$ cat src/rtl/clkdiv_pkg.sv
`timescale 1ns/1ps
package clkdiv_pkg;

  // Ratio select encoding; code 3 aliases divide by 8
  typedef enum logic [1:0] {
    DIV_BY2     = 2'b00,
    DIV_BY4     = 2'b01,
    DIV_BY8     = 2'b10,
    DIV_BY8_ALT = 2'b11
  } ratio_e;

  typedef enum logic {
    ST_WAIT = 1'b0,
    ST_RUN  = 1'b1
  } phase_e;

  // Number of fast edges per output level
  function automatic logic [3:0] half_period(input logic [1:0] sel);
    case (ratio_e'(sel))
      DIV_BY2: half_period = 4'd1;
      DIV_BY4: half_period = 4'd2;
      default: half_period = 4'd4;
    endcase
  endfunction

endpackage

$ cat src/rtl/clkdiv_ctrl.sv
`timescale 1ns/1ps
module clkdiv_ctrl
  import clkdiv_pkg::*;
(
  input  logic       clk,
  input  logic       rst,
  input  logic       release_i,
  input  logic [1:0] sel_i,
  output logic [1:0] ratio_o,
  output logic       start_o,
  output logic       run_o
);

  phase_e st;

  // Ratio captured only while reset is held
  always_ff @(posedge clk) begin
    if (rst) ratio_o <= sel_i;
  end

  assign start_o = (st == ST_WAIT) && release_i;
  assign run_o   = (st == ST_RUN);

  always_ff @(posedge clk or posedge rst) begin
    if (rst)          st <= ST_WAIT;
    else if (start_o) st <= ST_RUN;
  end


  run_sticky_chk: assert property (@(posedge clk) disable iff (rst)
    run_o |=> run_o);


  wait_hold_chk: assert property (@(posedge clk) disable iff (rst)
    (!run_o && !release_i) |=> !run_o);

endmodule

$ cat src/rtl/clkdiv_even.sv
`timescale 1ns/1ps
module clkdiv_even #(
  parameter int CNT_W = 3
) (
  input  logic             clk,
  input  logic             rst,
  input  logic             start_i,
  input  logic             run_i,
  input  logic [CNT_W-1:0] half_i,
  output logic             div_o
);

  logic [CNT_W-1:0] cnt;
  logic             wrap;

  assign wrap = (cnt == half_i - CNT_W'(1));

  always_ff @(posedge clk or posedge rst) begin
    if (rst) begin
      div_o <= 1'b0;
      cnt   <= '0;
    end else if (start_i) begin
      div_o <= 1'b1;
      cnt   <= '0;
    end else if (run_i) begin
      if (wrap) begin
        div_o <= ~div_o;
        cnt   <= '0;
      end else begin
        cnt <= cnt + CNT_W'(1);
      end
    end
  end


  rise_on_start_chk: assert property (@(posedge clk) disable iff (rst)
    start_i |=> div_o);


  idle_low_chk: assert property (@(posedge clk) disable iff (rst)
    !run_i |-> !div_o);

endmodule

$ cat src/rtl/clkdiv_div3.sv
`timescale 1ns/1ps
module clkdiv_div3 (
  input  logic clk,
  input  logic rst,
  input  logic start_i,
  input  logic run_i,
  output logic div3_o
);

  logic [1:0] cnt3;
  logic       last;

  assign last = (cnt3 == 2'd2);

  always_ff @(posedge clk or posedge rst) begin
    if (rst) begin
      div3_o <= 1'b0;
      cnt3   <= 2'd0;
    end else if (start_i) begin
      div3_o <= 1'b1;
      cnt3   <= 2'd0;
    end else if (run_i) begin
      div3_o <= last;
      cnt3   <= last ? 2'd0 : cnt3 + 2'd1;
    end
  end


  div3_narrow_chk: assert property (@(posedge clk) disable iff (rst)
    $rose(div3_o) |=> !div3_o);


  div3_start_chk: assert property (@(posedge clk) disable iff (rst)
    start_i |=> div3_o);

endmodule

$ cat src/rtl/clkdiv_sel.sv
`timescale 1ns/1ps
module clkdiv_sel
  import clkdiv_pkg::*;
#(
  parameter int MAX_RATIO = 8
) (
  input  logic       clk_fast,
  input  logic       rst,
  input  logic [1:0] ratio_sel,
  input  logic       release_i,
  output logic       clk_div_o,
  output logic       clk_div3_o
);

  localparam int CNT_W = $clog2(MAX_RATIO / 2) + 1;

  logic [1:0]       ratio_q;
  logic             start_evt;
  logic             running;
  logic [CNT_W-1:0] half_cnt;

  assign half_cnt = CNT_W'(half_period(ratio_q));

  clkdiv_ctrl u_ctrl (
    .clk       (clk_fast),
    .rst       (rst),
    .release_i (release_i),
    .sel_i     (ratio_sel),
    .ratio_o   (ratio_q),
    .start_o   (start_evt),
    .run_o     (running)
  );

  clkdiv_even #(.CNT_W(CNT_W)) u_even (
    .clk     (clk_fast),
    .rst     (rst),
    .start_i (start_evt),
    .run_i   (running),
    .half_i  (half_cnt),
    .div_o   (clk_div_o)
  );

  clkdiv_div3 u_div3 (
    .clk     (clk_fast),
    .rst     (rst),
    .start_i (start_evt),
    .run_i   (running),
    .div3_o  (clk_div3_o)
  );


  div3_idle_chk: assert property (@(posedge clk_fast) disable iff (rst)
    !running |-> (!clk_div3_o && !clk_div_o));

endmodule

$ cat config.mk
export PLATFORM = sky130hd
export DESIGN_NAME = clkdiv_sel
export DESIGN_NICKNAME = d
export VERILOG_FILES = /design/src/rtl/clkdiv_pkg.sv /design/src/rtl/clkdiv_ctrl.sv /design/src/rtl/clkdiv_even.sv /design/src/rtl/clkdiv_div3.sv /design/src/rtl/clkdiv_sel.sv
export SDC_FILE = /design/constraint.sdc
export NUM_CORES = 1
export LEC_CHECK = 0
export ABC_AREA = 1
export BUFFER_PORTS_ARGS = -buffer_cell sky130_fd_sc_hd__buf_2
export CAP_MARGIN = 20
export CORE_MARGIN = 2
export CORE_UTILIZATION = 35
export CTS_BUF_LIST = sky130_fd_sc_hd__clkbuf_2 sky130_fd_sc_hd__clkbuf_4 sky130_fd_sc_hd__clkbuf_8
export CTS_CLUSTER_SIZE = 20
export DETAILED_ROUTE_END_ITERATION = 10
export PLACE_DENSITY = 0.56
export SYNTH_ARGS = -nofsm -noshare
export SYNTH_HDL_FRONTEND = slang
export SYNTH_SLANG_ARGS = --single-unit
$ cat constraint.sdc
create_clock -name clk_fast -period 1.4 [get_ports clk_fast]
set_input_delay 0.21 -clock clk_fast [delete_from_list [all_inputs] [get_ports clk_fast]]
set_output_delay 0.21 -clock clk_fast [all_outputs]
set_load 0.005 [all_outputs]
==> results.json <==
{
  "fin_worst_skew_ps": 8.02,
  "synth_area_leaders": "dfrtp_1 39%, edfxtp_1 12%, nand3_1 7.7%",
  "dp_hpwl_um": 687,
  "num_rows": 13,
  "grt_pass1_wl_um": 1450,
  "r2r-end": "u_even.cnt[1]",
  "cap_violations": 0,
  "antenna_left": 0,
  "p_seq_frac": 0.413,
  "track_usage": 0.109,
  "crit_slowest_cell": "edfxtp_1",
  "start_util": 0.387,
  "max_stage_delay_ps": 420,
  "r2r_setup_slack_ps": 10,
  "num_vias": 389,
  "setup_ws_ps": 13.4,
  "chipHeight_um": 42.4,
  "clock_path_buffers": 2,
  "synthCells": 58,
  "tightest_slew_ps": 300,
  "ys_seq_area_frac": 0.504,
  "cts.sink_count": 10,
  "cp-end-kind": "register",
  "crit_path_start": "u_ctrl.ratio_o[0]",
  "syn-cell-area_um2": 517,
  "gp_congestion": 0.744,
  "hp-class": "input pin to register",
  "switching_share": 0.361,
  "clkPwrFrac": 0.186,
  "synth_warnings": 0,
  "grt_pass1_vias": 373,
  "port_buffers": 6,
  "maxSlewHeadroom": 0.800,
  "cp_num_buf_inv": 1,
  "dpl_worst_slack_ps": -66.9,
  "p_sw_w": 0.000371,
  "synth-seq-cells": 10,
  "placed_area_um2": 581,
  "drv_slew": 0,
  "cts-root-buf": "clkbuf_4",
  "synth.net_count": 65,
  "finalSetupViolCount": 0,
  "min_from": "ratio_sel[0]",
  "status": "complete, no violations",
  "hold_viol": 0,
  "crit_fanout": 3,
  "cts_buffers": 3,
  "async_flop_share": 0.800,
  "clkTransAtPathRegs_ps": 60,
  "cp_top_family": "flip-flops",
  "hold-path-cell-count": 1,
  "yosysTopAreaCell": "dfrtp_1",
  "rsz0062_at_grt": "true",
  "clock_latency_ps": 260,
  "final_nets": 80,
  "period_minus_slack_ps": 1390,
  "total_leakage_power_nw": 0.338,
  "wl_um": 856,
  "die_area_mm2": 0.00180,
  "syn2layout_area_growth_pct": 26.1,
  "synth_top_area_frac": 0.387,
  "layout.cells.non_filler": 87,
  "gr-total-overflow": 0,
  "antenna_found_initial": 0,
  "pin_count": 7,
  "fin_util": 0.489,
  "cts_tree": "built",
  "h-tree-depth": 1,
  "synth_edf_count": 2,
  "drive_gt1_frac": 0.361,
  "start_kind": "register",
  "wire_per_inst_um": 9.84,
  "power.density_mw_per_mm2": 1580,
  "dr.first_iter.drc_count": 1,
  "fmax_mhz": 721,
  "grt_max_degree": 10,
  "period_share": 0.990,
  "dp.cells": 81,
  "ys_types": 16,
  "drc_errors": 0,
  "syn_avg_cell_area_um2": 8.91,
  "cp.arrival_ps": 1530,
  "cp.required_ps": 1540,
  "critPathKind": "register to register",
  "dr.pass1.iters": 2,
  "stdcell_area_um2": 652,
  "path_cells": "inv_2, nand2_4, ha_4, xnor2_2, nor2_4, nand2_2, nand3_1, nand2_1",
  "core_mm2": 0.00133,
  "intPower_w": 0.000657,
  "p_comb_frac": 0.401,
  "die_w_um": 42.4,
  "ir_drop_mv": 0.686,
  "synth_most_common_cell": "inv_1",
  "reg2regPathDepth": 8,
  "hold_end": "u_ctrl.ratio_o[0]",
  "reg2reg_from": "u_ctrl.ratio_o[0]",
  "post_drt_via_cell_ratio": 4.47,
  "synth_common_cells": "9 x inv_1, 8 x dfrtp_1, 8 x nand2_1, 8 x nand3_1, 6 x nand2_2",
  "insertedDiodeCount": 0,
  "ys.flop_type": "dfrtp_1"
}
how the worst max path moves through the flow:
stage,endpoint,slack [ps],depth (start not counted)
6_report,u_even.cnt[1],10,8
4_1_cts,u_even.cnt[0],10,8
5_1_grt,u_even.div_o,-110,9
2_1_floorplan,u_even.div_o,3,9
3_5_place_dp,u_even.div_o,-70,9
3_3_place_gp,u_even.div_o,-50,9
through the flow:
| stage | setup TNS [ps] | total power (W) | hold slack, ps |
|---|---|---|---|
| after floorplan | 0 | 0.000717 | 25.7 |
| after global placement | -122 | 0.000805 | 197 |
| after detailed placement | -207 | 0.000814 | 202 |
| after CTS | 0 | 0.00104 | 117 |
| after global routing | -318 | 0.00113 | 107 |
| final | 0 | 0.00103 | 122 |
area by class of cell:
type	instances	area (µm²)
fillers	139	682
well taps	15	18.8
flip-flops and latches	10	260
inverters	11	41.3
clock buffers	3	22.5
multi-input cells	36	235
repair buffers	11	70.1
clock inverters	1	3.75
kinds of logic (layout without fill, tap and decap cells):
logic type | Yosys count | after routing | synth area share
adder cells (fa/ha/maj) | 2 | 2 | 0.0484
flip-flops | 10 | 10 | 0.504
XOR/XNOR | 2 | 2 | 0.0339
buffers and inverters | 12 | 26 | 0.0944
AND/OR/NAND/NOR | 24 | 24 | 0.242
AO/OA/AOI/OAI | 8 | 8 | 0.0775
layout by cell type, fill, tap and decap left out:
cell,netlist,final
clkbuf_4,0,3
buf_2,0,6
inv_1,9,8
xnor2_2,0,1
buf_4,1,4
xor2_1,1,1
o21ai_1,1,2
edfxtp_1,2,2
a21oi_1,3,3
nor2_4,1,1
clkinv_1,0,1
o21ai_0,4,3
nand4_1,1,1
ha_4,0,1
dlygate4sd3_1,0,1
nand2_4,0,1
nand3_1,8,8
ha_1,2,1
dfrtp_1,8,8
inv_2,2,3
nand2_1,8,7
nand2_2,6,6
metal layers:
layer | routed length (µm) | up-vias | GRT usage | part of all wire
met5 | 0 | - | 0 | 0
met3 | 15 | 2 | 0.0129 | 0.018
li1 | - | 212 | - | -
met2 | 413 | 2 | 0.178 | 0.48
met4 | 12 | 0 | 0.0938 | 0.014
met1 | 414 | 173 | 0.124 | 0.48
sequential cells by signal, summed over array words and instances, names as in the netlist:
signal,cells
u_even.cnt,3
u_ctrl.ratio_o,2
u_div3.cnt3,2
u_ctrl.run_o,1
u_even.div_o,1
u_div3.div3_o,1
power by group through the flow:
| stage | Clock, W | Sequential [W] | Combinational, W |
|---|---|---|---|
| global placement | 0 | 0.000423 | 0.000382 |
| floorplan | 0 | 0.000418 | 0.000299 |
| global route | 0.000217 | 0.000435 | 0.000478 |
| detailed placement | 0 | 0.000426 | 0.000388 |
| CTS | 0.000199 | 0.000425 | 0.000412 |
| finish | 0.000191 | 0.000425 | 0.000412 |
repair_timing:
item | in CTS | in global routing
pin swaps | 0 | 0
buffers inserted | 0 | 1
endpoints found under the setup margin | 4 | 4
hold endpoints to repair | 8 | 0
resized for setup | 2 | 4
gates cloned | 0 | 0
hold buffers | 1 | 0
Power figures use the tool's default switching activity.
